## src/rtl/addsub_cc_pkg.sv

```systemverilog
package addsub_cc_pkg;

  typedef enum logic [3:0] {
    CC_EQ  = 4'd0,
    CC_NE  = 4'd1,
    CC_LT  = 4'd2,
    CC_LE  = 4'd3,
    CC_GT  = 4'd4,
    CC_GE  = 4'd5,
    CC_LTU = 4'd6,
    CC_LEU = 4'd7,
    CC_GTU = 4'd8,
    CC_GEU = 4'd9
  } cc_sel_e;

  typedef struct packed {
    logic z;
    logic n;
    logic c;
    logic v;
  } ccflags_t;

  // one-bit full adder sum and carry
  function automatic logic fa_sum(input logic x, input logic y, input logic ci);
    return x ^ y ^ ci;
  endfunction

  function automatic logic fa_carry(input logic x, input logic y, input logic ci);
    return (x & y) | (ci & (x ^ y));
  endfunction

  // signed "less than" after A-B
  function automatic logic sgn_less(input ccflags_t f);
    return f.n ^ f.v;
  endfunction

  // unsigned "less than" after A-B: no carry means a borrow occurred
  function automatic logic uns_less(input ccflags_t f);
    return ~f.c;
  endfunction

endpackage

```

## src/rtl/addsub_core.sv

```systemverilog
module addsub_core #(
  parameter int W = 32
) (
  input  logic [W-1:0] a_i,
  input  logic [W-1:0] b_i,
  input  logic         sub_i,
  output logic [W-1:0] sum_o,
  output logic         cout_o,
  output logic         bx_msb_o
);
  import addsub_cc_pkg::*;

  logic [W-1:0] bx;
  logic [W:0]   chain;

  assign bx       = b_i ^ {W{sub_i}};
  assign chain[0] = sub_i;

  generate
    for (genvar gi = 0; gi < W; gi++) begin : g_bit
      assign sum_o[gi]    = fa_sum(a_i[gi], bx[gi], chain[gi]);
      assign chain[gi+1]  = fa_carry(a_i[gi], bx[gi], chain[gi]);
    end
  endgenerate

  assign cout_o   = chain[W];
  assign bx_msb_o = bx[W-1];

  // subtracting an operand from itself always yields zero with carry set
  always_comb begin
    if (sub_i && (a_i == b_i)) begin
      p_self_sub_r2: assert (sum_o == '0 && cout_o);
    end
  end

endmodule

```

## src/rtl/cc_flags.sv

```systemverilog
module cc_flags #(
  parameter int W = 32
) (
  input  logic [W-1:0]              sum_i,
  input  logic                      cout_i,
  input  logic                      a_msb_i,
  input  logic                      bx_msb_i,
  output addsub_cc_pkg::ccflags_t   flags_o
);
  assign flags_o.z = ~|sum_i;
  assign flags_o.n = sum_i[W-1];
  assign flags_o.c = cout_i;
  assign flags_o.v = (a_msb_i == bx_msb_i) && (sum_i[W-1] != a_msb_i);
endmodule

```

## src/rtl/cc_decode.sv

```systemverilog
module cc_decode (
  input  addsub_cc_pkg::ccflags_t flags_i,
  input  logic [3:0]              sel_i,
  output logic                    hit_o
);
  import addsub_cc_pkg::*;

  logic lt_s, lt_u;
  assign lt_s = sgn_less(flags_i);
  assign lt_u = uns_less(flags_i);

  always_comb begin
    unique case (sel_i)
      CC_EQ:   hit_o = flags_i.z;
      CC_NE:   hit_o = ~flags_i.z;
      CC_LT:   hit_o = lt_s;
      CC_LE:   hit_o = lt_s | flags_i.z;
      CC_GT:   hit_o = ~(lt_s | flags_i.z);
      CC_GE:   hit_o = ~lt_s;
      CC_LTU:  hit_o = lt_u;
      CC_LEU:  hit_o = lt_u | flags_i.z;
      CC_GTU:  hit_o = ~lt_u & ~flags_i.z;
      CC_GEU:  hit_o = ~lt_u;
      default: hit_o = 1'b0;
    endcase
  end

  // unused codes never report true
  always_comb begin
    if (sel_i > 4'd9) begin
      p_unused_code_r9: assert (!hit_o);
    end
  end

endmodule

```

## src/rtl/addsub_cc.sv

```systemverilog
module addsub_cc #(
  parameter int W = 32
) (
  input  logic [W-1:0] a_i,
  input  logic [W-1:0] b_i,
  input  logic         sub_i,
  input  logic [3:0]   cond_sel_i,
  output logic [W-1:0] sum_o,
  output logic         zero_o,
  output logic         neg_o,
  output logic         carry_o,
  output logic         ovf_o,
  output logic         cmp_true_o
);
  import addsub_cc_pkg::*;

  localparam int MSB = W - 1;

  logic     add_cout;
  logic     bx_msb;
  ccflags_t flags;

  addsub_core #(.W(W)) u_core (
    .a_i      (a_i),
    .b_i      (b_i),
    .sub_i    (sub_i),
    .sum_o    (sum_o),
    .cout_o   (add_cout),
    .bx_msb_o (bx_msb)
  );

  cc_flags #(.W(W)) u_flags (
    .sum_i    (sum_o),
    .cout_i   (add_cout),
    .a_msb_i  (a_i[MSB]),
    .bx_msb_i (bx_msb),
    .flags_o  (flags)
  );

  cc_decode u_dec (
    .flags_i (flags),
    .sel_i   (cond_sel_i),
    .hit_o   (cmp_true_o)
  );

  assign zero_o  = flags.z;
  assign neg_o   = flags.n;
  assign carry_o = flags.c;
  assign ovf_o   = flags.v;

  always_comb begin
    p_zero_r4: assert (zero_o == (sum_o == '0));
    p_neg_r5:  assert (neg_o == sum_o[MSB]);
    // overflow only with like-signed effective operands
    if (ovf_o) begin
      p_ovf_sign_r6: assert ((a_i[MSB] ^ b_i[MSB]) == sub_i);
    end
    // equality test mirrors the zero flag
    if (cond_sel_i == 4'd0) begin
      p_eq_zero_r7: assert (cmp_true_o == zero_o);
    end
    // unsigned greater-or-equal mirrors the carry
    if (cond_sel_i == 4'd9) begin
      p_geu_carry_r8: assert (cmp_true_o == carry_o);
    end
  end

endmodule

```

## config.mk

```make
export PLATFORM = sky130hd
export DESIGN_NAME = addsub_cc
export DESIGN_NICKNAME = d
export VERILOG_FILES = /design/src/rtl/addsub_cc_pkg.sv /design/src/rtl/addsub_core.sv /design/src/rtl/cc_flags.sv /design/src/rtl/cc_decode.sv /design/src/rtl/addsub_cc.sv
export SDC_FILE = /design/constraint.sdc
export NUM_CORES = 1
export LEC_CHECK = 0
export BUFFER_PORTS_ARGS = -buffer_cell sky130_fd_sc_hd__buf_2
export CAP_MARGIN = 0
export CORE_ASPECT_RATIO = 1.2
export CORE_MARGIN = 2
export CORE_UTILIZATION = 26
export DETAILED_ROUTE_END_ITERATION = 8
export PLACE_DENSITY_LB_ADDON = 0.25
export SLEW_MARGIN = 30
export SYNTH_ARGS = -nofsm -noshare
export SYNTH_HDL_FRONTEND = slang
export SYNTH_SLANG_ARGS = --single-unit
```

## constraint.sdc

```tcl
create_clock -name vclk -period 37.1
set_input_delay 3.71 -clock vclk [all_inputs]
set_output_delay 3.71 -clock vclk [all_outputs]
set_load 0.05 [all_outputs]
```

After elaboration in Yosys (flattened, before gate mapping)
Cells that the tools add are included.
- input bits: 69
- logic and storage cells: 184
- register bits: 0
- multiplexer cells: 1
- reduce and logical (&&, ||, !) cells: 4
- equal/unequal tests: 11
- bitwise operators: 168
- operators with widths (operator ; number):
    $and 1x1->1 ; 65
    $xor 1x1->1 ; 65
    $or 1x1->1 ; 34
    $reduce_or 32->1 ; 1
    $xor 32x32->32 ; 1
    $eq 4x3->1 const B ; 4
    $pmux 1 s10 ; 1
    $eq 4x2->1 const B ; 2
    $eq 4x4->1 const B ; 2
    $eq 4x1->1 const B ; 1
    $logic_not 4->1 ; 1
    $not 1->1 ; 3
    $eq 1x1->1 ; 1
    $logic_and 1x1->1 ; 1
    $logic_not 1->1 ; 1
    $ne 1x1->1 ; 1

Depth between registers and ports, before layout
- depth after elaboration: 71
- gate-level depth with buffers: 41
- depth with buffers taken out: 39

Modules after synthesis
From an unflattened synthesis, not the netlist that was laid out.
- cell total of the unflattened synthesis: 160
- area, all modules: 1422.6 um^2
- modules (own cells, without submodules) (module ; area each (um^2) ; sequential area each (um^2) ; cells an instance ; instances):
    addsub_core ; 1198.6 ; 0.0 ; 128 ; 1
    cc_decode ; 113.9 ; 0.0 ; 15 ; 1
    cc_flags ; 110.1 ; 0.0 ; 17 ; 1

Worst setup path after synthesis
No wires, ideal clock.
- path type: input to output
- start point: input sub_i
- end point: output cmp_true_o
- path buffers: 2
- arrival time: 18.074 ns
- setup slack: 15.316 ns
- cell stages on the path: 41
- path through: clkbuf_1 buf_2 xnor2_1 fa_1 fa_1 fa_1 fa_1 fa_1 fa_1 fa_1 fa_1 fa_1 fa_1 fa_1 fa_1 fa_1 fa_1 fa_1 [... 5 more ...] fa_1 fa_1 fa_1 fa_1 fa_1 fa_1 fa_1 inv_1 fa_1 inv_1 fa_1 fa_1 inv_1 fa_1 nand4b_1 or4_4 nor4_4 o211ai_2
- elaborated cells between the ends (all ways): 174
- classes of those cells: 2 x eq/ne; 1 x mux; 168 x bitwise; 3 x reduce/logical
- RTL lines (what ; RTL line ; text):
    start: declaration ; addsub_cc.sv:6 ; input logic sub_i,
    $xor 32x32->32 ; addsub_core.sv:16 ; assign bx = b_i ^ {W{sub_i}};
    $xor 1x1->1 ; addsub_cc_pkg.sv:29 ; return (x & y) | (ci & (x ^ y));
    $and 1x1->1 ; addsub_cc_pkg.sv:29 ;
    $or 1x1->1 ; addsub_cc_pkg.sv:29 ;
    $and 1x1->1 ; addsub_cc_pkg.sv:29 ;
    $or 1x1->1 ; addsub_cc_pkg.sv:29 ;
    $and 1x1->1 ; addsub_cc_pkg.sv:29 ;
    $or 1x1->1 ; addsub_cc_pkg.sv:29 ;
    [... 56 more ...] ; - ;
    $xor 1x1->1 * ; addsub_cc_pkg.sv:25 ; return x ^ y ^ ci;
    via neg_o ; addsub_cc.sv:10 ; output logic neg_o,
    $reduce_or 32->1 * ; cc_flags.sv:10 ; assign flags_o.z = ~|sum_i;
    $logic_not 1->1 * ; cc_flags.sv:10 ;
    via zero_o ; addsub_cc.sv:9 ; output logic zero_o,
    $or 1x1->1 ; cc_decode.sv:17, cc_decode.sv:18 ;
    $not 1->1 ; cc_decode.sv:18 ; CC_GT: hit_o = ~(lt_s | flags_i.z);
    $pmux 1 s10 * ; cc_decode.sv:13 ; unique case (sel_i)
    end: declaration ; addsub_cc.sv:13 ; output logic cmp_true_o
Mark *: on every way through the listed nets, which the timed path passes. The rest lies on a longest branch.

Final worst setup path
- start point: input sub_i
- end point: output cmp_true_o
- longest elaborated chain between the ends: 71
- elaborated cells between the ends (all ways): 174
- classes of those cells: 2 x eq/ne; 1 x mux; 168 x bitwise; 3 x reduce/logical
- RTL lines (what ; RTL line):
    branches (longest 70 deep; another with $xor 32x32->32) ; -
    $pmux 1 s10 * ; cc_decode.sv:13
Every way passes the cells marked *.

==> flow_metrics.py <==
metrics = {
    "outcome": {
        "status": "completed",
    },
    "place": {
        "io_buffers": 106,
        "gp_congestion": 0.779,
        "dpl.hpwl_mm": 3.41,
    },
    "critical_path": {
        "cp_slowest_stage_delay_ns": 0.47,
        "cp_common_cell": "fa_1",
        "cp.required_ns": 33.39,
        "cp-start-kind": "primary input",
        "worst_ep_arrival_time_ns": 18.09,
        "cp_max_fo": 32,
        "slowest_stage": "fa_1",
        "crit_path_end_kind": "primary output",
        "crit_family": "adder cells",
        "critPathKind": "in -> out",
        "crit_buf_inv": 6,
    },
    "detailed_routing": {
        "wirelength_mm": 3.64,
        "drtIter0Drc": 12,
        "drc": 0,
        "antenna_left": 0,
        "vias_per_cell": 4.13,
        "first_pass_iters": 4,
        "wire_per_inst_um": 11.2,
        "vias": 1347,
    },
    "sta": {
        "period_minus_slack_ns": 21.80,
        "finalCritPeriodShare_pct": 58.8,
        "setup_violations": 0,
        "hold_viol_final": 0,
        "clock.fmax_mhz": 45.9,
        "tightest_slew_ns": 0.516,
        "rsz0062_at_grt": "false",
        "final_max_slew_viol_count": 0,
        "tns_ns": 0,
        "relSlewSlack_pct": 65.6,
    },
    "finish": {
        "final_nets": 367,
        "seq_cells": 0,
        "nFillCells": 570,
        "regArea_um2": 0,
        "layout-drive-gt1-share_pct": 42.0,
        "clockBufferCount": 0,
        "syn_to_final_growth_pct": 41.9,
        "antenna-diode-count": 0,
    },
    "pwr": {
        "leakagePower_uw": 0.00114,
        "peakVddDrop_mv": 0.0186,
        "total_power_uw": 86.8,
        "p_per_area_mw_per_mm2": 43.5,
    },
    "floorplan": {
        "fp-row-count": 29,
        "fp.dieW_um": 71.1,
        "die-height_um": 84.5,
        "dieArea_mm2": 0.00601,
        "io_pins": 106,
        "start_util_pct": 26.7,
        "core_mm2": 0.00526,
    },
    "logic_synthesis": {
        "synth_area_mm2": 0.00141,
        "synth_top_cell_by_area": "fa_1",
        "yosys.area.top_type_share_pct": 44.2,
        "synth_area_leaders": "fa_1 44%, xnor2_1 19%, inv_1 17%, xor2_1 1.9%, nand4_1 1.8%",
        "syn_nets": 263,
        "ys_warn_count": 0,
        "seq_area_frac_synth_pct": 0,
        "yosys-top-cells-count": "62 x inv_1, 31 x fa_1, 30 x xnor2_1, 4 x nand4_1, 4 x nor2_1",
        "synthCells": 162,
        "synthDistinctLibCells": 27,
        "yosysMostFrequentCell": "inv_1",
        "avgSynthCellArea_um2": 8.67,
    },
    "clocking": {
        "postCtsHoldBufs": 0,
        "post_cts_buffers": 0,
        "cts_resized": 0,
    },
    "global_routing": {
        "grt_pass1_vias": 1416,
        "track_usage_pct": 12.4,
        "grtUsageMet2_pct": 23.2,
        "top_usage_layer": "met2",
        "overflow": 0,
        "met1_usage_pct": 16.0,
        "antenna_found_initial": 0,
        "grt_pass1_wl_mm": 6.15,
        "grt_max_degree": 33,
        "grt_util_met3_pct": 1.44,
    },
    "min_path": {
        "hold_path.class": "in -> out",
        "hold_end": "sum_o[0]",
        "whs_path_depth": 3,
        "hp-start": "a_i[0]",
    },
    "job": {
        "cap_violations": 0,
    },
}
## worst max path at each step
stage,startpoint,to,depth (start not counted)
4_1_cts,sub_i,cmp_true_o,42
5_1_grt,sub_i,cmp_true_o,42
3_3_place_gp,sub_i,cmp_true_o,42
6_report,sub_i,cmp_true_o,42
3_5_place_dp,sub_i,cmp_true_o,42
2_1_floorplan,sub_i,cmp_true_o,41
## layout by cell type (no fill, tap or decap), types with 2 or more instances in the layout
cell / count
nand4_1: 4
nand4b_1: 2
nand2_1: 3
inv_1: 62
or3_1: 2
xor2_1: 3
buf_2: 106
xnor2_1: 30
fa_1: 31
nor2_1: 4
a21oi_1: 2
## final cells by class
cell class / count / area (um2) / share of cell area [%]
Multi-Input combinational cell: 95 / 1150 / 57.5
Timing Repair Buffer: 107 / 538 / 27.0
Inverter: 62 / 233 / 11.7
Tap cell: 62 / 77.6 / 3.89
## per-stage QoR
step	std cells	setup slack (ns)	hold slack, ns	area [um2]	utilization [%]
after floorplan	162	15.32	7.69	1410	-
after global placement	326	15.38	7.81	1990	37.9
after detailed placement	326	15.22	7.80	1990	37.9
after CTS	326	15.21	7.80	1990	37.9
after global routing	326	14.67	7.83	1990	37.9
final	326	15.30	7.79	1990	37.9
## where the power goes
group,switching (uW),total [uW],internal (uW)
Clock,0,0,0
Combinational,63.0,86.8,23.8
Sequential,0,0,0
## per-layer routing
metal  wire length, um  share of wire, %
met2              1980                54
met5                 0                 0
met3               248               6.8
met4                21              0.58
met1              1390                38
## logic make-up (layout without fill, tap and decap cells)
group,after synthesis,after routing,synth area share (%)
compound gates,6,6,3.38
fa+ha+maj,32,32,45.1
mux,2,2,1.51
xor+xnor,33,33,20.6
simple gates,22,22,11.0
buf+inv,67,169,18.4
Power figures use the tool's default switching activity.
